===== config.mk =====
export PLATFORM = sky130hd
export DESIGN_NAME = uop_acc_cpu
export DESIGN_NICKNAME = d
export VERILOG_FILES = /design/src/rtl/uop_acc_pkg.sv /design/src/rtl/uop_alu.sv /design/src/rtl/uop_decode.sv /design/src/rtl/uop_seq.sv /design/src/rtl/uop_acc_cpu.sv
export SDC_FILE = /design/constraint.sdc
export NUM_CORES = 1
export LEC_CHECK = 0
export BUFFER_PORTS_ARGS = -buffer_cell sky130_fd_sc_hd__buf_2
export CORE_AREA = 2 2 143 117
export CTS_CLUSTER_SIZE = 10
export DETAILED_ROUTE_END_ITERATION = 6
export DIE_AREA = 0 0 145 119
export GPL_TIMING_DRIVEN = 1
export PLACE_DENSITY_LB_ADDON = 0.25
export SLEW_MARGIN = 20
export SYNTH_ARGS = -nofsm -noshare
export SYNTH_HDL_FRONTEND = slang
export SYNTH_SLANG_ARGS = --single-unit

===== constraint.sdc =====
create_clock -name clk -period 7.7 [get_ports clk]
set_input_delay 0.385 -clock clk [delete_from_list [all_inputs] [get_ports clk]]
set_output_delay 0.385 -clock clk [all_outputs]
set_load 0.1 [all_outputs]

===== src/rtl/uop_acc_pkg.sv =====
package uop_acc_pkg;

    localparam int unsigned ADDR_W = 12;
    localparam int unsigned OPC_W  = 3;
    localparam int unsigned WORD_W = 1 + OPC_W + ADDR_W;
    localparam int unsigned SLOT_W = 3;

    localparam logic [SLOT_W-1:0] SLOT_T1 = SLOT_W'(1);
    localparam logic [SLOT_W-1:0] SLOT_T2 = SLOT_W'(2);
    localparam logic [SLOT_W-1:0] SLOT_T3 = SLOT_W'(3);
    localparam logic [SLOT_W-1:0] SLOT_T4 = SLOT_W'(4);
    localparam logic [SLOT_W-1:0] SLOT_T5 = SLOT_W'(5);

    localparam logic [OPC_W-1:0] OP_LOAD = OPC_W'(0);
    localparam logic [OPC_W-1:0] OP_ADD  = OPC_W'(1);
    localparam logic [OPC_W-1:0] OP_INCZ = OPC_W'(2);
    localparam logic [OPC_W-1:0] OP_CALL = OPC_W'(3);
    localparam logic [OPC_W-1:0] OP_STOP = OPC_W'(7);

    typedef enum logic [1:0] {
        CYC_FETCH    = 2'd0,
        CYC_INDIRECT = 2'd1,
        CYC_EXECUTE  = 2'd2,
        CYC_INTR     = 2'd3
    } cyc_e;

    typedef enum logic [1:0] {
        BUS_IDLE = 2'd0,
        BUS_MBR  = 2'd1,
        BUS_AC   = 2'd2
    } bus_e;

    typedef enum logic [1:0] {
        ALU_ADD  = 2'd0,
        ALU_INC  = 2'd1,
        ALU_PASS = 2'd2
    } alu_e;

    // one gate enable per register transfer, plus slot bookkeeping
    typedef struct packed {
        logic mar_from_pc;
        logic mar_from_ir;
        logic mar_from_save;
        logic mbr_from_mem;
        logic mbr_from_pc;
        logic mbr_from_alu;
        logic pc_inc;
        logic pc_from_ir;
        logic pc_from_routine;
        logic pc_skip_zero;
        logic ir_from_mbr;
        logic ir_addr_from_mbr;
        logic y_load;
        logic z_load;
        logic ac_from_z;
        logic ac_from_mbr;
        logic mem_rd;
        logic mem_wr;
        logic set_halt;
        logic clr_ien;
        logic last;
        cyc_e next_cyc;
        bus_e bus_sel;
        alu_e alu_op;
    } ctl_t;

    typedef struct packed {
        logic [ADDR_W-1:0] mar;
        logic [WORD_W-1:0] mbr;
        logic [ADDR_W-1:0] pc;
        logic [WORD_W-1:0] ir;
        logic [WORD_W-1:0] ac;
        logic [WORD_W-1:0] y;
        logic [WORD_W-1:0] z;
        logic              ien;
        logic              halted;
    } dp_t;

    typedef struct packed {
        cyc_e              cyc;
        logic [SLOT_W-1:0] slot;
    } seq_t;

endpackage


===== src/rtl/uop_alu.sv =====
module uop_alu
    import uop_acc_pkg::*;
#(
    parameter int unsigned W = WORD_W
) (
    input  alu_e           op,
    input  logic [W-1:0]   bus_in,
    input  logic [W-1:0]   y_in,
    output logic [W-1:0]   res
);

    // purely combinational: one operand from the bus, the other from Y
    always_comb begin
        case (op)
            ALU_ADD: res = bus_in + y_in;
            ALU_INC: res = bus_in + W'(1);
            default: res = bus_in;
        endcase
    end

endmodule


===== src/rtl/uop_decode.sv =====
module uop_decode
    import uop_acc_pkg::*;
(
    input  cyc_e              cyc,
    input  logic [SLOT_W-1:0] slot,
    input  logic [OPC_W-1:0]  opc,
    input  logic              ind_flag,
    input  logic              int_pending,
    output ctl_t              ctl
);

    logic fin;
    logic mem_operand;

    assign mem_operand = (opc == OP_LOAD) || (opc == OP_ADD) || (opc == OP_INCZ);

    always_comb begin
        fin           = 1'b0;
        ctl           = '0;
        ctl.next_cyc  = CYC_FETCH;
        ctl.bus_sel   = BUS_IDLE;
        ctl.alu_op    = ALU_ADD;

        case (cyc)
            CYC_FETCH: begin
                case (slot)
                    SLOT_T1: ctl.mar_from_pc = 1'b1;
                    SLOT_T2: begin
                        ctl.mbr_from_mem = 1'b1;
                        ctl.mem_rd       = 1'b1;
                        ctl.pc_inc       = 1'b1;
                    end
                    SLOT_T3: begin
                        ctl.ir_from_mbr = 1'b1;
                        ctl.last        = 1'b1;
                        ctl.next_cyc    = ind_flag ? CYC_INDIRECT : CYC_EXECUTE;
                    end
                    default: ;
                endcase
            end

            CYC_INDIRECT: begin
                case (slot)
                    SLOT_T1: ctl.mar_from_ir = 1'b1;
                    SLOT_T2: begin
                        ctl.mbr_from_mem = 1'b1;
                        ctl.mem_rd       = 1'b1;
                    end
                    SLOT_T3: begin
                        ctl.ir_addr_from_mbr = 1'b1;
                        ctl.last             = 1'b1;
                        ctl.next_cyc         = CYC_EXECUTE;
                    end
                    default: ;
                endcase
            end

            CYC_EXECUTE: begin
                // shared operand prologue for memory-reading opcodes
                if (mem_operand && slot == SLOT_T1) ctl.mar_from_ir = 1'b1;
                if (mem_operand && slot == SLOT_T2) begin
                    ctl.mbr_from_mem = 1'b1;
                    ctl.mem_rd       = 1'b1;
                end
                case (opc)
                    OP_LOAD: begin
                        if (slot == SLOT_T3) begin
                            ctl.ac_from_mbr = 1'b1;
                            fin             = 1'b1;
                        end
                    end
                    OP_ADD: begin
                        case (slot)
                            SLOT_T3: begin
                                ctl.bus_sel = BUS_MBR;
                                ctl.y_load  = 1'b1;
                            end
                            SLOT_T4: begin
                                ctl.bus_sel = BUS_AC;
                                ctl.alu_op  = ALU_ADD;
                                ctl.z_load  = 1'b1;
                            end
                            SLOT_T5: begin
                                ctl.ac_from_z = 1'b1;
                                fin           = 1'b1;
                            end
                            default: ;
                        endcase
                    end
                    OP_INCZ: begin
                        case (slot)
                            SLOT_T3: begin
                                ctl.bus_sel      = BUS_MBR;
                                ctl.alu_op       = ALU_INC;
                                ctl.mbr_from_alu = 1'b1;
                            end
                            SLOT_T4: begin
                                ctl.mem_wr       = 1'b1;
                                ctl.pc_skip_zero = 1'b1;
                                fin              = 1'b1;
                            end
                            default: ;
                        endcase
                    end
                    OP_CALL: begin
                        case (slot)
                            SLOT_T1: begin
                                ctl.mar_from_ir = 1'b1;
                                ctl.mbr_from_pc = 1'b1;
                            end
                            SLOT_T2: begin
                                ctl.pc_from_ir = 1'b1;
                                ctl.mem_wr     = 1'b1;
                            end
                            SLOT_T3: begin
                                ctl.pc_inc = 1'b1;
                                fin        = 1'b1;
                            end
                            default: ;
                        endcase
                    end
                    OP_STOP: begin
                        if (slot == SLOT_T1) ctl.set_halt = 1'b1;
                    end
                    default: begin
                        // unassigned opcode: leave execute at once
                        if (slot == SLOT_T1) fin = 1'b1;
                    end
                endcase
            end

            CYC_INTR: begin
                case (slot)
                    SLOT_T1: ctl.mbr_from_pc = 1'b1;
                    SLOT_T2: begin
                        ctl.mar_from_save   = 1'b1;
                        ctl.pc_from_routine = 1'b1;
                    end
                    SLOT_T3: begin
                        ctl.mem_wr   = 1'b1;
                        ctl.last     = 1'b1;
                        ctl.next_cyc = CYC_FETCH;
                    end
                    default: ;
                endcase
            end

            default: ;
        endcase

        // interrupt test point: only when execute finishes
        if (fin) begin
            ctl.last = 1'b1;
            if (int_pending) begin
                ctl.next_cyc = CYC_INTR;
                ctl.clr_ien  = 1'b1;
            end else begin
                ctl.next_cyc = CYC_FETCH;
            end
        end
    end

endmodule


===== src/rtl/uop_seq.sv =====
module uop_seq
    import uop_acc_pkg::*;
(
    input  logic              clk,
    input  logic              rst_n,
    input  logic              hold,
    input  logic              last,
    input  cyc_e              next_cyc,
    output cyc_e              cyc,
    output logic [SLOT_W-1:0] slot
);

    seq_t seq_q, seq_d;

    always_comb begin
        seq_d = seq_q;
        if (!hold) begin
            if (last) begin
                seq_d.cyc  = next_cyc;
                seq_d.slot = SLOT_T1;
            end else begin
                seq_d.slot = seq_q.slot + SLOT_W'(1);
            end
        end
    end

    always_ff @(posedge clk or negedge rst_n) begin
        if (!rst_n) begin
            seq_q.cyc  <= CYC_FETCH;
            seq_q.slot <= SLOT_T1;
        end else begin
            seq_q <= seq_d;
        end
    end

    assign cyc  = seq_q.cyc;
    assign slot = seq_q.slot;

endmodule


===== src/rtl/uop_acc_cpu.sv =====
module uop_acc_cpu
    import uop_acc_pkg::*;
#(
    parameter int unsigned BOOT_ADDR    = 16,
    parameter int unsigned SAVE_ADDR    = 0,
    parameter int unsigned ROUTINE_ADDR = 1,
    parameter int unsigned INSTR_LEN    = 1
) (
    input  logic        clk,
    input  logic        rst_n,
    input  logic        irq,
    input  logic        ien_set,
    input  logic [15:0] mem_rdata,
    output logic [11:0] mem_addr,
    output logic [15:0] mem_wdata,
    output logic        mem_rd,
    output logic        mem_wr,
    output logic        ien,
    output logic        halted,
    output logic [1:0]  dbg_cyc,
    output logic [2:0]  dbg_slot,
    output logic [11:0] dbg_pc,
    output logic [15:0] dbg_ir,
    output logic [15:0] dbg_ac
);

    localparam logic [ADDR_W-1:0] BOOT_A    = ADDR_W'(BOOT_ADDR);
    localparam logic [ADDR_W-1:0] SAVE_A    = ADDR_W'(SAVE_ADDR);
    localparam logic [ADDR_W-1:0] ROUTINE_A = ADDR_W'(ROUTINE_ADDR);
    localparam logic [ADDR_W-1:0] STEP      = ADDR_W'(INSTR_LEN);
    localparam int unsigned       OPC_LSB   = ADDR_W;
    localparam int unsigned       IND_BIT   = WORD_W - 1;

    dp_t               dp_q, dp_d;
    ctl_t              ctl_raw, ctl;
    cyc_e              cyc;
    logic [SLOT_W-1:0] slot;
    logic [WORD_W-1:0] bus;
    logic [WORD_W-1:0] alu_res;

    uop_decode u_decode (
        .cyc         (cyc),
        .slot        (slot),
        .opc         (dp_q.ir[OPC_LSB +: OPC_W]),
        .ind_flag    (dp_q.mbr[IND_BIT]),
        .int_pending (irq & dp_q.ien),
        .ctl         (ctl_raw)
    );

    // a halted machine opens no gates
    always_comb begin
        ctl = ctl_raw;
        if (dp_q.halted) ctl = '0;
    end

    uop_seq u_seq (
        .clk      (clk),
        .rst_n    (rst_n),
        .hold     (dp_q.halted | ctl.set_halt),
        .last     (ctl.last),
        .next_cyc (ctl.next_cyc),
        .cyc      (cyc),
        .slot     (slot)
    );

    // single internal bus feeding the ALU
    always_comb begin
        case (ctl.bus_sel)
            BUS_MBR: bus = dp_q.mbr;
            BUS_AC:  bus = dp_q.ac;
            default: bus = '0;
        endcase
    end

    uop_alu #(.W(WORD_W)) u_alu (
        .op     (ctl.alu_op),
        .bus_in (bus),
        .y_in   (dp_q.y),
        .res    (alu_res)
    );

    always_comb begin
        dp_d = dp_q;

        if (ctl.mar_from_pc)   dp_d.mar = dp_q.pc;
        if (ctl.mar_from_ir)   dp_d.mar = dp_q.ir[ADDR_W-1:0];
        if (ctl.mar_from_save) dp_d.mar = SAVE_A;

        if (ctl.mbr_from_mem)  dp_d.mbr = mem_rdata;
        if (ctl.mbr_from_pc)   dp_d.mbr = {{(WORD_W-ADDR_W){1'b0}}, dp_q.pc};
        if (ctl.mbr_from_alu)  dp_d.mbr = alu_res;

        if (ctl.pc_inc)          dp_d.pc = dp_q.pc + STEP;
        if (ctl.pc_from_ir)      dp_d.pc = dp_q.ir[ADDR_W-1:0];
        if (ctl.pc_from_routine) dp_d.pc = ROUTINE_A;
        if (ctl.pc_skip_zero && dp_q.mbr == '0) dp_d.pc = dp_q.pc + STEP;

        if (ctl.ir_from_mbr)      dp_d.ir = dp_q.mbr;
        if (ctl.ir_addr_from_mbr) dp_d.ir[ADDR_W-1:0] = dp_q.mbr[ADDR_W-1:0];

        if (ctl.y_load)      dp_d.y  = bus;
        if (ctl.z_load)      dp_d.z  = alu_res;
        if (ctl.ac_from_z)   dp_d.ac = dp_q.z;
        if (ctl.ac_from_mbr) dp_d.ac = dp_q.mbr;

        if (ien_set)     dp_d.ien = 1'b1;
        if (ctl.clr_ien) dp_d.ien = 1'b0;

        if (ctl.set_halt) dp_d.halted = 1'b1;
    end

    always_ff @(posedge clk or negedge rst_n) begin
        if (!rst_n) begin
            dp_q    <= '0;
            dp_q.pc <= BOOT_A;
        end else begin
            dp_q <= dp_d;
        end
    end

    assign mem_addr  = dp_q.mar;
    assign mem_wdata = dp_q.mbr;
    assign mem_rd    = ctl.mem_rd;
    assign mem_wr    = ctl.mem_wr;
    assign ien       = dp_q.ien;
    assign halted    = dp_q.halted;
    assign dbg_cyc   = cyc;
    assign dbg_slot  = slot;
    assign dbg_pc    = dp_q.pc;
    assign dbg_ir    = dp_q.ir;
    assign dbg_ac    = dp_q.ac;

endmodule


==> impl_metrics.toml, run 1 <==
[setup_path]
worstPathCellList = "ha_1, ha_1, nor3b_1, nand3_1, buf_4, nand2_1, inv_1, ha_1, a22oi_1, nor2_1, ha_1, fa_1, a21oi_1, o21ai_1, a21oi_1, o21ai_1, or3_1, nand3_1"
worst_setup_path_start_kind = "flip-flop"
worstPathArrival_ns = 5.19
cp_max_fo = 31
cpPeakStageDelay_ns = 0.58
endpoint_kind = "flip-flop"
worstSetupPathType = "reg -> reg"
crit_slowest_cell = "dfstp_2"
cp.required_ns = 7.99
r2r_slack_ns = 2.80
cpMostUsedCell = "ha_1"

[timing]
min_period_ns = 4.897
period_share = 0.6360
slew_violations = 0
worst_pin_slew_ns = 1.057
hold_ws_ns = 0.2760
rsz0062_at_grt = "false"
setup_violations = 0
skew_ns = 0.01467
relSlewSlack = 0.2950
maxClockFrequency_ghz = 0.2042
hold_viol_final = 0
tns_ns = 0

[route]
top_layer = "met4"
via_per_inst = 5.593
firstDrtPassIters = 5
dr_wl_met3_mm = 1.152
met2_length_mm = 8.065
met1_length_mm = 8.589
wl_mm = 18.04
ant_nets = 0
drc = 0
dr_total_vias = 5392
first_iter_violations = 374
wire_per_inst_um = 18.72

[synth]
yosysSeqAreaShare = 0.3971
ys_top_cells_by_area = "dfrtp_1 (39%), buf_4 (7.8%), mux2i_1 (6.6%)"
ys.flop_type = "dfrtp_1"
synth_edf_count = 0
netlist_instances = 733
synth.top_cell.area_share = 0.3896
synth_area_leader_cell = "dfrtp_1"
ys_ff_latch = 111
synth.cell_area_mm2 = 0.007002
synth.avg_cell_area_um2 = 9.552
yosys_warnings = 0
synth_cell_types = 58
syn-num-nets = 783
synthArstFlopShare = 1.000

[finish]
final_nets = 789
n_antenna_cell = 0
fill_cells = 1573
layout-drive-gt1-share = 0.2285
final_cells = 964
syn_to_final_growth_pct = 5.772

[global_route]
grt_pass1_wl_mm = 29.06
grt_overflow = 0
track_usage = 0.2125
grt_pass1_vias = 5276
grt_max_degree = 84
antenna_found_initial = 0

[clock_network]
tritoncts = "done"
cts_buffers = 9
cts_root_buf = "clkbuf_16"
cts_resized = 0
postCtsSetupBuffers = 0
htree_levels = 3
insertion_delay_ns = 0.36
numClockSinks = 111
clockBufferDepth = 2
clk_pin_slew_ns = 0.07

[placement]
gp_congestion = 0.8662
io_buffers = 100
hpwl_mm = 13.14
dp.cells = 947

[floorplan]
start_util = 0.4368
core_mm2 = 0.01603
dieArea_mm2 = 0.01726
dieHeight_um = 119
num_rows = 42
die_w_um = 145
ioPinCount = 101

[job]
drv_cap = 0

[outcome]
outcome = "complete, no violations"

[worst_hold_path]
hp-class = "in -> reg"
-- cell type report --
class,instances,area [um2],area share
inverters,13,48.80,0.006589
multi-input cells,498,3453,0.4663
flip-flops and latches,111,2780,0.3754
clock buffers,11,242.7,0.03278
repair buffers,106,554.3,0.07484
clock inverters,5,51.30,0.006927
well taps,220,275.3,0.03717
-- cell usage after synthesis (5+ instances only) --
library cell	count
mux2_2	36
nor2b_1	6
buf_2	8
a21oi_1	49
nand3_1	14
xor2_1	9
inv_1	13
nand2_1	65
nor2_1	57
o221ai_1	7
a211o_1	6
a211oi_1	6
and2_1	16
o21ai_0	29
buf_4	73
o21ai_1	14
ha_1	29
nor4_1	5
xnor2_1	11
dfrtp_1	109
clkbuf_1	25
mux2i_1	46
and3_1	6
a22oi_1	18
a21o_1	8
-- registers in the layout, summed over array words and instances, names as in the netlist --
register	cells
dbg_ac	16
dbg_ir	16
dbg_pc	12
dp_q	32
halted	1
ien	1
mem_addr	12
mem_wdata	16
u_seq.cyc	2
u_seq.slot	3
-- worst paths after layout --
check | start | to | cells past startpoint
worst max-delay path | u_seq.slot[0] | dp_q[16] | 18
worst min-delay path | irq | ien | 2
worst max register to register | u_seq.slot[0] | dp_q[16] | 18
worst min register to register | mem_addr[3] | mem_addr[3] | 2
max in group asynchronous | rst_n | mem_wdata[15] | 3
min in group asynchronous | rst_n | dbg_ir[7] | 2
-- layout by cell type (no fill, tap or decap), types with 6 or more instances in the layout --
cell type and n:
ha_1 29, dfrtp_1 109, xor2_1 9, a21o_1 8, a22oi_1 18, o21ai_1 14
mux2i_1 46, nor2b_1 6, mux2_2 36, nand3_1 14, nor2_1 57, o221ai_1 7
nand2_1 64, a21oi_1 49, and2_1 16, inv_1 13, a211o_1 6, clkbuf_16 9
buf_2 99, a211oi_1 6, o21ai_0 29, xnor2_1 11
-- worst max-delay path: cells and delay by family, from the launching register on --
| kind | cells | cell delay, ns |
|---|---|---|
| AOI/OAI and AO/OA | 5 | 1.10 |
| buffers and inverters | 2 | 0.31 |
| and+or+nand+nor | 6 | 1.21 |
| DFF | 1 | 0.58 |
| adders and majority gates | 5 | 1.60 |
-- cell families after synthesis --
| group | count (synthesis) | synth area share |
|---|---|---|
| multiplexers | 82 | 0.1237 |
| adder cells (fa/ha/maj) | 30 | 0.05468 |
| AND/OR/NAND/NOR | 197 | 0.1347 |
| XOR/XNOR | 20 | 0.02502 |
| flip-flops | 111 | 0.3971 |
| AO/OA/AOI/OAI | 169 | 0.1546 |
| buffers and inverters | 124 | 0.1103 |
-- what timing repair did --
action / 4_1_cts / 5_1_grt
hold buffers: 1 / 0
endpoints found under the hold margin: 27 / 0
setup endpoints to repair: 0 / 0
-- layer usage --
layer,GRT usage,up-vias
li1,-,2520
met1,0.3115,2674
met2,0.3190,181
met3,0.04713,17
met4,0.05384,0
met5,0,-
-- metrics by stage --
| stage | setup WS, ns | utilization | area, um2 |
|---|---|---|---|
| floorplan | 2.737 | - | 7002 |
| CTS | 2.902 | 0.4616 | 7398 |
| finish | 2.803 | 0.4621 | 7406 |
| global route | 2.413 | 0.4621 | 7406 |
| detailed placement | 2.944 | 0.4426 | 7094 |
| global placement | 3.204 | 0.4426 | 7094 |
Power of run 1 is not shown: default switching activity piles up to over one toggle a cycle in this logic, so the estimate is an artifact.
==> run 2: changes to the inputs <==
clock period = 4.1 ns   (was 7.7 ns; I/O delays follow)
==> impl_metrics.toml, run 2 (same netlist as run 1, synthesis figures left out) <==
[outcome]
outcome = "complete, no violations"

[floorplan]
dieHeight_um = 119
ioPinCount = 101
dieArea_mm2 = 0.01726
core_mm2 = 0.01603
num_rows = 42
start_util = 0.4368
die_w_um = 145

[clock_network]
insertion_delay_ns = 0.36
cts_buffers = 9
clockBufferDepth = 2
htree_levels = 3
cts_root_buf = "clkbuf_16"
clk_pin_slew_ns = 0.07
numClockSinks = 111
tritoncts = "done"

[setup_path]
worstPathCellList = "inv_1, ha_1, nand2b_1, nor4b_4, buf_4, nand2_1, nand2_1, inv_1, ha_4, a22oi_1, nor2_1, ha_2, fa_2, a21oi_2, o21ai_2, a21oi_2, o21ai_2, or3_1, nand3_1"
cp_max_fo = 13
crit_path_start = "u_seq.cyc[0]"
r2r_start = "u_seq.cyc[0]"
crit_family = "simple AND/OR/NAND/NOR gates"
cp_num_buf_inv = 3
worstPathArrival_ns = 4.13
rr_worst_depth = 19
cp.depth = 19
worst_setup_path_start_kind = "flip-flop"
endpoint_kind = "flip-flop"
crit_slowest_cell = "dfrtp_4"
cp.required_ns = 4.39
cpPeakStageDelay_ns = 0.50
worstSetupPathType = "reg -> reg"

[timing]
worst_pin_slew_ns = 1.074
maxClockFrequency_ghz = 0.2610
hold_ws_ns = 0.08893
hold_viol_final = 0
min_period_ns = 3.831
period_share = 0.9345
skew_ns = 0.006143
slew_violations = 0
relSlewSlack = 0.2839
setup_violations = 0

[route]
dr_total_vias = 5523
first_iter_violations = 352
wl_mm = 18.60
drc = 0
firstDrtPassIters = 5
via_per_inst = 5.641
wire_per_inst_um = 19.00
ant_nets = 0

[global_route]
grt_pass1_wl_mm = 29.98
antenna_found_initial = 0
track_usage = 0.2202
grt_pass1_vias = 5408
grt_overflow = 0
grt_max_degree = 45

[finish]
layout_common_cells = "dfrtp_1 (104), buf_2 (99), nand2_1 (64)"
syn_to_final_growth_pct = 8.578
fill_cells = 1526
n_antenna_cell = 0
final_nets = 804
layout-drive-gt1-share = 0.2661
largest_reg_flops = 32
final_cells = 979
final_common_cell = "dfrtp_1"
finalInstanceArea_mm2 = 0.007602
regMostFlops = "dp_q"

[placement]
gp_congestion = 0.8495
dp.cells = 962
io_buffers = 100
hpwl_mm = 13.68
dpl_cell_area_mm2 = 0.007284

[worst_hold_path]
hp-start = "irq"
hp-class = "in -> reg"
whs_path_depth = 2

[job]
drv_cap = 0
run 2: cell types whose count changed in the layout (fill, tap and decap cells not counted), moves of 2 or more:
cell	delta
clkinvlp_4	+2
ha_1	-3
dfrtp_2	+2
dfrtp_1	-5
a21oi_2	+4
dfrtp_4	+3
a21oi_1	-4
buf_4	+16
o21ai_1	-3
o21ai_2	+3
ha_4	+2
run 2: area by class of cell:
| cell class | count | area (um2) | share of cell area |
|---|---|---|---|
| multi-input combinational | 498 | 3533 | 0.4648 |
| sequential | 111 | 2798 | 0.3680 |
| timing repair buffer | 121 | 663.1 | 0.08723 |
| tap | 220 | 275.3 | 0.03621 |
| clock buffer | 11 | 242.7 | 0.03193 |
| inverter | 13 | 48.80 | 0.006419 |
| clock inverter | 5 | 41.29 | 0.005431 |
run 2: metal layers:
metal | wire length (um) | track usage
met3 | 1146 | 0.04368
met1 | 8775 | 0.3203
met5 | 0 | 0
met4 | 318 | 0.06126
met2 | 8362 | 0.3348
run 2: path summary, 6_finish.rpt:
| path | endpoint | slack (ns) |
|---|---|---|
| hold / removal | ien | 0.09 |
| hold reg to reg | mem_addr[6] | 0.48 |
| max in group asynchronous | u_seq.cyc[0] | 2.84 |
| min in group asynchronous | dbg_ac[10] | 0.30 |
| setup / recovery | dp_q[16] | 0.27 |
| setup reg to reg | dp_q[16] | 0.27 |
run 2: stage by stage:
stage	setup TNS [ns]	utilization	setup slack (ns)
3_3_place_gp	0	0.4545	0.2535
4_1_cts	0	0.4728	0.06331
2_1_floorplan	-0.01024	-	-0.01024
3_5_place_dp	0	0.4545	0.09540
5_1_grt	-0.007579	0.4743	-0.004249
6_report	0	0.4743	0.2685
run 2: worst reg2reg max path, stage by stage, from the launching register on:
cell and delay [ns]:
dfrtp_4 0.50, inv_1 0.12, ha_1 0.18, nand2b_1 0.14, nor4b_4 0.28, buf_4 0.17
nand2_1 0.05, nand2_1 0.08, inv_1 0.07, ha_4 0.22, a22oi_1 0.18, nor2_1 0.08
ha_2 0.19, fa_2 0.38, a21oi_2 0.22, o21ai_2 0.10, a21oi_2 0.20, o21ai_2 0.14
or3_1 0.38, nand3_1 0.08
run 2: timing repair:
action | CTS | global route
hold endpoints to repair | 26 | 0
hold buffers | 1 | 0
buffers inserted | 0 | 0
gates resized for setup | 0 | 3
endpoints found under the setup margin | 0 | 19
Power of run 2 is left out for the same reason.
==> run 3: changes to the inputs <==
CORE_AREA = 10 10 151 125   (was 2 2 143 117)
CTS_CLUSTER_DIAMETER = 60   (was unset)
DIE_AREA = 0 0 161 135   (was 0 0 145 119)
GPL_TIMING_DRIVEN = 0   (was 1)
==> impl_metrics.toml, run 3 (same netlist as run 1, synthesis figures left out) <==
[floorplan]
num_rows = 41
ioPinCount = 101
dieHeight_um = 135
dieArea_mm2 = 0.02174
start_util = 0.4460
die_w_um = 161
core_mm2 = 0.01570

[finish]
final_common_cell = "buf_2"
largest_reg_flops = 32
fill_cells = 1470
regMostFlops = "dp_q"
syn_to_final_growth_pct = 23.84
layout_common_cells = "buf_2 (106), dfrtp_1 (104), buf_4 (98)"
layout-drive-gt1-share = 0.3763
n_antenna_cell = 0
final_nets = 914

[setup_path]
crit_slowest_cell = "dfstp_4"
r2r_start = "u_seq.slot[0]"
worst_setup_path_start_kind = "flip-flop"
r2r_end = "dp_q[12]"
cp_max_fo = 11
endpoint_kind = "flip-flop"
r2r_slack_ns = 0.20
worstPathArrival_ns = 4.12
worstPathCellList = "ha_4, ha_2, buf_8, nor3b_4, nand3_2, clkbuf_8, nand2_4, inv_1, ha_4, a22oi_2, nor2_1, ha_2, fa_2, a21oi_4, o21ai_2, a21oi_2, o21bai_1, xnor2_2, o21ai_0"
worstSetupPathType = "reg -> reg"
rr_worst_depth = 19
cpPeakStageDelay_ns = 0.64
cp.required_ns = 4.32

[global_route]
grt_pass1_vias = 5732
grt_pass1_wl_mm = 32.15
grt_overflow = 0
grt_max_degree = 68
antenna_found_initial = 0
track_usage = 0.1836

[worst_hold_path]
whs_path_depth = 2
hp-start = "irq"
hp-class = "in -> reg"
hold_end = "ien"

[pwr]
peakVddDrop_mv = 0.9290
p_leak_uw = 0.004177
power_density_mw_per_mm2 = 832.1

[timing]
period_share = 0.9509
skew_ns = 0.006975
setup_violations = 0
hold_ws_ns = 0.07785
rsz0062_at_grt = "false"
tns_ns = 0
maxClockFrequency_ghz = 0.2565
hold_viol_final = 0
min_period_ns = 3.899
slew_violations = 0
relSlewSlack = 0.5410
worst_pin_slew_ns = 0.6885

[clock_network]
tritoncts = "done"
cts_buffers = 9
clockBufferDepth = 2
htree_levels = 3
cts_root_buf = "clkbuf_16"
clk_pin_slew_ns = 0.07
insertion_delay_ns = 0.36
numClockSinks = 111

[outcome]
outcome = "complete, no violations"

[placement]
gp_congestion = 0.8476
io_buffers = 100
hpwl_mm = 14.89

[route]
first_iter_violations = 385
dr_total_vias = 5863
via_per_inst = 5.409
firstDrtPassIters = 5
wl_mm = 20.14
ant_nets = 0
wire_per_inst_um = 18.58
drc = 0

[job]
drv_cap = 0
## run 3: worst max-delay path by stage
stage                       start  endpoint  slack (ns)  depth (start not counted)
floorplan           u_seq.slot[0]  dp_q[16]       -0.01                         21
global placement     u_seq.cyc[0]  dp_q[15]       -0.88                         17
detailed placement   u_seq.cyc[0]  dp_q[15]       -0.89                         17
CTS                 u_seq.slot[0]  dp_q[15]       0.002                         19
global route         u_seq.cyc[0]  dp_q[13]        0.03                         19
finish              u_seq.slot[0]  dp_q[12]        0.20                         19
## run 3: power by group
| group | switching, uW | internal, uW |
|---|---|---|
| registers | 509 | 1430 |
| clock network | 420 | 491 |
| logic | 3190 | 1170 |
## run 3: critical path: cells and delay by family, from the launching register on
kind | cells | cell delay, ns
compound gates | 6 | 0.92
xor+xnor | 1 | 0.22
fa+ha+maj | 5 | 1.07
buf+inv | 3 | 0.40
flops | 1 | 0.64
simple gates | 4 | 0.51
## run 3: repair_timing
item                                    CTS  global route
endpoints found under the setup margin   28            21
pin swaps                                15            25
hold buffers                              1             0
setup buffers                            16             7
hold endpoints to repair                 43             0
cloned                                    0             0
gates resized for setup                  28            37
## run 3: area by class of cell
| cell class | count | area, um2 | area share |
|---|---|---|---|
| clock buffers | 11 | 242.7 | 0.02799 |
| multi-input cells | 498 | 3776 | 0.4355 |
| repair buffers | 125 | 720.7 | 0.08312 |
| inverters | 13 | 48.80 | 0.005628 |
| plain buffers | 106 | 758.2 | 0.08745 |
| flip-flops and latches | 111 | 2798 | 0.3227 |
| well taps | 215 | 269.0 | 0.03102 |
| clock inverters | 5 | 57.56 | 0.006638 |
## run 3: routing by layer
metal  vias to the layer above  global-route usage  part of all wire
li1                       2780                   -                 -
met3                        18             0.04708             0.070
met4                         0             0.04642             0.013
met5                         -                   0                 0
met2                       182              0.2594              0.42
met1                      2883              0.2699              0.50
## run 3: per-stage QoR
step,cell area (um2),util,std cells,power (uW),setup slack (ns)
final,8671,0.5524,1084,7215,0.2015
after global routing,8671,0.5524,1084,7560,0.03254
after CTS,8463,0.5391,1079,7205,0.002203
after detailed placement,7919,0.5045,1049,6270,-0.8924
after global placement,7885,0.5023,1048,6242,-0.8824
after floorplan,7116,-,733,5488,-0.01024
Power figures use the tool's default switching activity.
